==> src/rtl/pbc_pkg.sv <==
package pbc_pkg;

   typedef enum logic [1:0] {
      K_RR = 2'd0,
      K_RM = 2'd1,
      K_LD = 2'd2,
      K_ST = 2'd3
   } kind_e;

   localparam logic [1:0] SEL_KEEP  = 2'd0;
   localparam logic [1:0] SEL_ALU2  = 2'd1;
   localparam logic [1:0] SEL_WB    = 2'd2;
   localparam logic [1:0] SEL_MWORD = 2'd3;

   // consumer stage indices inside the shadow pipeline
   localparam int CS_A1  = 0;
   localparam int CS_MEM = 1;
   localparam int CS_A2  = 2;
   localparam int N_CS   = 3;

   function automatic logic kind_writes(input logic [1:0] k);
      return k != K_ST;
   endfunction

   function automatic logic kind_reads_a(input logic [1:0] k);
      return k != K_LD;
   endfunction

   function automatic logic kind_has_base(input logic [1:0] k);
      return k != K_RR;
   endfunction

endpackage

==> src/rtl/pbc_tag_pipe.sv <==
module pbc_tag_pipe
   import pbc_pkg::*;
#(
   parameter int REG_W = 5
)(
   input  logic                         clk,
   input  logic                         rst_n,
   input  logic                         bubble,
   input  logic                         in_valid,
   input  logic [1:0]                   in_kind,
   input  logic [REG_W-1:0]             in_rd,
   input  logic [REG_W-1:0]             in_ra,
   input  logic [REG_W-1:0]             in_rb,
   output logic [N_CS-1:0]              c_valid,
   output logic [N_CS-1:0][1:0]         c_kind,
   output logic [N_CS-1:0][REG_W-1:0]   c_ra,
   output logic [N_CS-1:0][REG_W-1:0]   c_rb,
   output logic                         a1_wr,
   output logic [REG_W-1:0]             a1_rd,
   output logic                         a2_wr,
   output logic [REG_W-1:0]             a2_rd,
   output logic                         wb_wr,
   output logic [REG_W-1:0]             wb_rd
);

   logic [N_CS-1:0][REG_W-1:0] s_rd;

   for (genvar s = 0; s < N_CS; s++) begin : g_stage
      if (s == 0) begin : g_head
         always_ff @(posedge clk) begin
            if (!rst_n) begin
               c_valid[s] <= 1'b0;
               c_kind[s]  <= '0;
               s_rd[s]    <= '0;
               c_ra[s]    <= '0;
               c_rb[s]    <= '0;
            end else begin
               c_valid[s] <= in_valid & ~bubble;
               c_kind[s]  <= in_kind;
               s_rd[s]    <= in_rd;
               c_ra[s]    <= in_ra;
               c_rb[s]    <= in_rb;
            end
         end
      end else begin : g_body
         always_ff @(posedge clk) begin
            if (!rst_n) begin
               c_valid[s] <= 1'b0;
               c_kind[s]  <= '0;
               s_rd[s]    <= '0;
               c_ra[s]    <= '0;
               c_rb[s]    <= '0;
            end else begin
               c_valid[s] <= c_valid[s-1];
               c_kind[s]  <= c_kind[s-1];
               s_rd[s]    <= s_rd[s-1];
               c_ra[s]    <= c_ra[s-1];
               c_rb[s]    <= c_rb[s-1];
            end
         end
      end
   end

   // write-back keeps only what a producer needs
   always_ff @(posedge clk) begin
      if (!rst_n) begin
         wb_wr <= 1'b0;
         wb_rd <= '0;
      end else begin
         wb_wr <= c_valid[CS_A2] & kind_writes(c_kind[CS_A2]);
         wb_rd <= s_rd[CS_A2];
      end
   end

   assign a1_wr = c_valid[CS_A1] & kind_writes(c_kind[CS_A1]);
   assign a1_rd = s_rd[CS_A1];
   assign a2_wr = c_valid[CS_A2] & kind_writes(c_kind[CS_A2]);
   assign a2_rd = s_rd[CS_A2];

endmodule

==> src/rtl/pbc_pick.sv <==
module pbc_pick
   import pbc_pkg::*;
#(
   parameter int                 REG_W = 5,
   parameter int                 NPROD = 2,
   parameter logic [2*NPROD-1:0] CODES = {SEL_WB, SEL_ALU2}
)(
   input  logic                          need,
   input  logic [REG_W-1:0]              src,
   input  logic [NPROD-1:0]              prod_wr,
   input  logic [NPROD-1:0][REG_W-1:0]   prod_rd,
   output logic [1:0]                    sel
);

   // index 0 is the youngest producer; scanning downward lets it win
   always_comb begin
      sel = SEL_KEEP;
      for (int i = NPROD - 1; i >= 0; i--) begin
         if (need && prod_wr[i] && (prod_rd[i] == src) && (src != '0))
            sel = CODES[2*i +: 2];
      end
   end

endmodule

==> src/rtl/pbc_hazard.sv <==
module pbc_hazard
   import pbc_pkg::*;
#(
   parameter int REG_W = 5
)(
   input  logic             rf_valid,
   input  logic [1:0]       rf_kind,
   input  logic [REG_W-1:0] rf_rb,
   input  logic             a1_wr,
   input  logic [REG_W-1:0] a1_rd,
   output logic             stall
);

   logic base_live;

   assign base_live = rf_valid & kind_has_base(rf_kind) & (rf_rb != '0);
   assign stall     = base_live & a1_wr & (a1_rd == rf_rb);

endmodule

==> src/rtl/pipe_bypass_ctl.sv <==
module pipe_bypass_ctl
   import pbc_pkg::*;
#(
   parameter int REG_W            = 5,
   parameter bit RF_WRITE_THROUGH = 1'b1
)(
   input  logic             clk,
   input  logic             rst_n,
   input  logic             rf_valid,
   input  logic [1:0]       rf_kind,
   input  logic [REG_W-1:0] rf_rd,
   input  logic [REG_W-1:0] rf_ra,
   input  logic [REG_W-1:0] rf_rb,
   output logic             stall,
   output logic             rf_byp_a,
   output logic             rf_byp_b,
   output logic [1:0]       a1_sel_a,
   output logic [1:0]       a1_sel_b,
   output logic [1:0]       mem_sel_a,
   output logic [1:0]       mem_sel_b,
   output logic [1:0]       a2_sel_a,
   output logic [1:0]       a2_sel_b
);

   localparam int N_OP  = 2;
   localparam int N_MID = 2;

   if (REG_W < 2 || REG_W > 8) begin : g_bad_width
      $error("pipe_bypass_ctl: REG_W out of range");
   end

   logic [N_CS-1:0]            c_valid;
   logic [N_CS-1:0][1:0]       c_kind;
   logic [N_CS-1:0][REG_W-1:0] c_ra;
   logic [N_CS-1:0][REG_W-1:0] c_rb;
   logic                       a1_wr, a2_wr, wb_wr;
   logic [REG_W-1:0]           a1_rd, a2_rd, wb_rd;

   pbc_hazard #(.REG_W(REG_W)) u_haz (
      .rf_valid (rf_valid),
      .rf_kind  (rf_kind),
      .rf_rb    (rf_rb),
      .a1_wr    (a1_wr),
      .a1_rd    (a1_rd),
      .stall    (stall)
   );

   pbc_tag_pipe #(.REG_W(REG_W)) u_tags (
      .clk      (clk),
      .rst_n    (rst_n),
      .bubble   (stall),
      .in_valid (rf_valid),
      .in_kind  (rf_kind),
      .in_rd    (rf_rd),
      .in_ra    (rf_ra),
      .in_rb    (rf_rb),
      .c_valid  (c_valid),
      .c_kind   (c_kind),
      .c_ra     (c_ra),
      .c_rb     (c_rb),
      .a1_wr    (a1_wr),
      .a1_rd    (a1_rd),
      .a2_wr    (a2_wr),
      .a2_rd    (a2_rd),
      .wb_wr    (wb_wr),
      .wb_rd    (wb_rd)
   );

   // address-ALU and memory stages: producers are operation ALU then write-back
   logic [1:0] mid_sel [N_MID][N_OP];

   for (genvar st = 0; st < N_MID; st++) begin : g_mid
      for (genvar op = 0; op < N_OP; op++) begin : g_op
         logic need;
         if (op == 0) begin : g_a
            assign need = c_valid[st] & kind_reads_a(c_kind[st]);
         end else if (st == CS_A1) begin : g_base
            assign need = c_valid[st];
         end else begin : g_late_b
            assign need = c_valid[st] & (c_kind[st] == K_RR);
         end
         pbc_pick #(.REG_W(REG_W), .NPROD(2), .CODES({SEL_WB, SEL_ALU2})) u_pick (
            .need    (need),
            .src     (op == 0 ? c_ra[st] : c_rb[st]),
            .prod_wr ({wb_wr, a2_wr}),
            .prod_rd ({wb_rd, a2_rd}),
            .sel     (mid_sel[st][op])
         );
      end
   end

   assign a1_sel_a  = mid_sel[CS_A1][0];
   assign a1_sel_b  = mid_sel[CS_A1][1];
   assign mem_sel_a = mid_sel[CS_MEM][0];
   assign mem_sel_b = mid_sel[CS_MEM][1];

   // operation-ALU stage: only write-back is older
   logic [1:0] a2_pick [N_OP];
   logic       a2_is_rr, a2_mem_op;

   assign a2_is_rr  = c_valid[CS_A2] & (c_kind[CS_A2] == K_RR);
   assign a2_mem_op = c_valid[CS_A2] & ((c_kind[CS_A2] == K_RM) | (c_kind[CS_A2] == K_LD));

   for (genvar op = 0; op < N_OP; op++) begin : g_a2
      logic need;
      if (op == 0) begin : g_a
         assign need = a2_is_rr | (c_valid[CS_A2] & (c_kind[CS_A2] == K_RM));
      end else begin : g_b
         assign need = a2_is_rr;
      end
      pbc_pick #(.REG_W(REG_W), .NPROD(1), .CODES(SEL_WB)) u_pick (
         .need    (need),
         .src     (op == 0 ? c_ra[CS_A2] : c_rb[CS_A2]),
         .prod_wr (wb_wr),
         .prod_rd (wb_rd),
         .sel     (a2_pick[op])
      );
   end

   assign a2_sel_a = a2_pick[0];
   assign a2_sel_b = a2_mem_op ? SEL_MWORD : a2_pick[1];

   // decode-stage read bypass from the write-back latch
   if (RF_WRITE_THROUGH) begin : g_rf_byp
      logic [1:0] rf_pick [N_OP];
      for (genvar op = 0; op < N_OP; op++) begin : g_op
         logic need;
         if (op == 0) begin : g_a
            assign need = rf_valid & kind_reads_a(rf_kind);
         end else begin : g_b
            assign need = rf_valid;
         end
         pbc_pick #(.REG_W(REG_W), .NPROD(1), .CODES(SEL_WB)) u_pick (
            .need    (need),
            .src     (op == 0 ? rf_ra : rf_rb),
            .prod_wr (wb_wr),
            .prod_rd (wb_rd),
            .sel     (rf_pick[op])
         );
      end
      assign rf_byp_a = rf_pick[0] != SEL_KEEP;
      assign rf_byp_b = rf_pick[1] != SEL_KEEP;
   end else begin : g_no_rf_byp
      // register file resolves same-cycle write/read internally
      assign rf_byp_a = 1'b0;
      assign rf_byp_b = 1'b0;
   end

endmodule

==> config.mk <==
export PLATFORM = sky130hd
export DESIGN_NAME = pipe_bypass_ctl
export DESIGN_NICKNAME = d
export VERILOG_FILES = /design/src/rtl/pbc_pkg.sv /design/src/rtl/pbc_tag_pipe.sv /design/src/rtl/pbc_pick.sv /design/src/rtl/pbc_hazard.sv /design/src/rtl/pipe_bypass_ctl.sv
export SDC_FILE = /design/constraint.sdc
export NUM_CORES = 1
export LEC_CHECK = 0
export BUFFER_PORTS_ARGS = -buffer_cell sky130_fd_sc_hd__buf_4
export CORE_UTILIZATION = 50
export CTS_CLUSTER_SIZE = 14
export DETAILED_ROUTE_END_ITERATION = 8
export PLACE_DENSITY = 0.72
export SLEW_MARGIN = 20
export SYNTH_ARGS = -nofsm -noshare
export SYNTH_HDL_FRONTEND = slang
export SYNTH_SLANG_ARGS = --single-unit
==> constraint.sdc <==
create_clock -name clk -period 1.8 [get_ports clk]
set_clock_uncertainty 0.1 [all_clocks]
set_input_delay 0.09 -clock clk [delete_from_list [all_inputs] [get_ports clk]]
set_output_delay 0.09 -clock clk [all_outputs]
set_load 0.01 [all_outputs]
==> flow_summary.ini <==
[cells_and_area]
synthToLayoutAreaGrowth_pct = 35.4
layout.cells.non_filler = 415
drive_gt1_frac = 0.339
final_nets = 364
fillers = 400
diodes = 0

[die]
die_area_um2 = 5660
core_um2 = 5140
initial_core_util = 0.521
num_rows = 26
fp.dieH_um = 75.2
die_x_um = 75.2
num_io_pins = 35

[grt]
grt_pass1_vias = 2011
grt_use_total = 0.234
grt.overflow.total = 0
grt_max_degree = 61
grt_antenna_before_repair = 0
grt_pass1_wl_mm = 9.41

[yosys]
synth.cell_area_um2 = 2680
synthFlopType = dfxtp_1
async_flop_share = 0
yosysMostFrequentCell = dfxtp_1
synth_top_area_frac = 0.448
synth_top_area_cell = dfxtp_1
synthTopCellsByArea = dfxtp_1 45%, and2_1 14%, xnor2_1 13%
syn_area_per_cell_um2 = 9.85
ys_warn_count = 0
syn-num-nets = 295
syn_inst = 272
synth-seq-area-share = 0.448
ys_types = 33
ys_top_cells_by_count = 60 x dfxtp_1, 59 x and2_1, 41 x xnor2_1
synth-seq-cells = 60
synth_edf_count = 0

[route]
wire_per_inst_um = 14.7
firstDrtPassIters = 4
avgViaCountPerCell = 4.89
antenna_left = 0
drt-initial-drc-count = 77
drt_wl_total_mm = 6.12
vias = 2028
drc = 0

[critical_path]
arrival_ns = 1.79
cp-startpoint = u_tags.c_rb[2]$_SDFF_PN0_
rr_startpoint = u_tags.c_valid[0]$_SDFF_PN0_
worstSetupStartpointType = register
cp_slowest_stage_delay_ns = 0.54
crit_fanout = 2
slowest_stage = or4_4
end_kind = output port
path_cells = or4_4 -> nor2_4 -> nor4_4 -> nor4_2 -> buf_4
crit_type = register to output port
required_ns = 1.61

[clock_tree]
clock_path_buffers = 2
clock-sinks = 60
clk_pin_slew_ns = 0.06
htree_levels = 3
clock_latency_ns = 0.33
clock-root-buffer = clkbuf_8
cts_tree = yes
cts_buffers = 9

[timing]
final-setup-viol-count = 8
period_share = 1.10
rsz0062_at_grt = true
finalCriticalPeriod_ns = 1.98
fin_ws_ns = -0.177
maxSlewViolCount = 0
max_freq_mhz = 506
hold_viol_final = 0

[placement]
dp.final_hpwl_mm = 3.95
port_buffers = 33
gp_congestion = 0.892
place_inst = 366

[hold_path]
hold_path_startpoint = rst_n
hold_class = input pin to register

[flow_run]
maxCapViolations = 0

[power_and_ir_drop]
vdd_drop_max_uv = 679
p_leak_nw = 1.52
power_density_nw_per_um2 = 747
p_total_mw = 2.71

[run_status]
violations = setup timing
status = finished, violations left
[registers in the layout, summed over array words and instances, names as in the netlist]
signal and flops:
u_tags.a1_rd 5, u_tags.a2_rd 5, u_tags.c_kind 6, u_tags.c_ra 15, u_tags.c_rb 15, u_tags.c_valid 3
u_tags.s_rd 5, u_tags.wb_rd 5, u_tags.wb_wr 1
[power breakdown]
group	leakage, nW	total (mW)	internal (mW)	switching [mW]
combinational	0.934	0.326	0.189	0.137
sequential	0.503	1.44	1.38	0.0548
clock	0.0800	0.951	0.485	0.466
[cells by family (layout without fill, tap and decap cells)]
kind of cell	count (synthesis)	in the layout	synth area share
xor+xnor	62	62	0.203
flops	60	60	0.448
fa+ha+maj	3	3	0.0140
compound gates	12	12	0.0341
buf+inv	24	97	0.0420
other cells	1	1	0.00140
simple gates	110	110	0.258
[metal layers]
| metal | vias up | wire length (µm) | global-route usage |
|---|---|---|---|
| li1 | 1030 | - | - |
| met1 | 936 | 2700 | 0.272 |
| met2 | 50 | 3070 | 0.405 |
| met3 | 12 | 210 | 0.0589 |
| met4 | 0 | 138 | 0.105 |
| met5 | - | 0 | 0 |
[final timing paths]
check                                      end  slack [ns]  depth (start not counted)
hold reg to reg     u_tags.a2_rd[1]$_SDFF_PN0_        0.33                          1
hold / removal      u_tags.a2_rd[0]$_SDFF_PN0_        0.14                          2
setup / recovery                   a1_sel_b[1]       -0.18                          5
setup reg to reg  u_tags.c_valid[0]$_SDFF_PN0_        0.44                          4
[stage by stage]
step                      hold WS [ns]  setup WS [ns]  instance area (µm²)  TNS [ns]  utilization
after floorplan                  0.112          0.174                 2680         0            -
after global placement           0.198         0.0914                 3000         0        0.583
after detailed placement         0.201          0.114                 3000         0        0.583
after CTS                        0.117         -0.238                 3510    -0.932        0.683
after global routing             0.166         -0.290                 3630     -1.45        0.706
final                            0.143         -0.177                 3630    -0.718        0.706
[cell type report]
type / instances / area, µm² / area share
Clock inverter: 3 / 15.0 / 0.00414
Multi-Input combinational cell: 188 / 1480 / 0.408
Tap cell: 70 / 87.6 / 0.0241
Timing Repair Buffer: 77 / 654 / 0.180
Inverter: 5 / 18.8 / 0.00517
Sequential cell: 60 / 1240 / 0.341
Clock buffer: 12 / 135 / 0.0372
[timing repair]
item | in CTS | in global routing
pin swaps | 19 | 13
hold buffers | 18 | 0
endpoints found under the setup margin | 11 | 10
hold endpoints to repair | 18 | 0
gates resized for setup | 35 | 19
buffers inserted | 12 | 4
[worst max-delay path, delay by kind of cell (launching register included)]
kind / cells / cell delay [ns]
DFF: 1 / 0.32
buffers and inverters: 1 / 0.16
and+or+nand+nor: 4 / 0.98
[cells in the final DEF (no fill, tap or decap), drive strengths merged, types with 2 or more instances in the layout]
| cell type | netlist | final |
|---|---|---|
| and2 | 60 | 60 |
| inv | 5 | 5 |
| clkbuf | 11 | 12 |
| nand2 | 2 | 2 |
| buf | 7 | 59 |
| o2111ai | 2 | 2 |
| nand3 | 9 | 9 |
| nor4 | 10 | 10 |
| nand4 | 7 | 7 |
| nor2 | 4 | 4 |
| o211ai | 2 | 2 |
| ha | 3 | 3 |
| or4 | 6 | 6 |
| dfxtp | 60 | 60 |
| xnor2 | 41 | 41 |
| a21oi | 4 | 4 |
| xor2 | 21 | 21 |
| clkinv | 0 | 3 |
| nor3 | 10 | 10 |
| dlygate4sd3 | 0 | 18 |
Power figures use the tool's default switching activity.
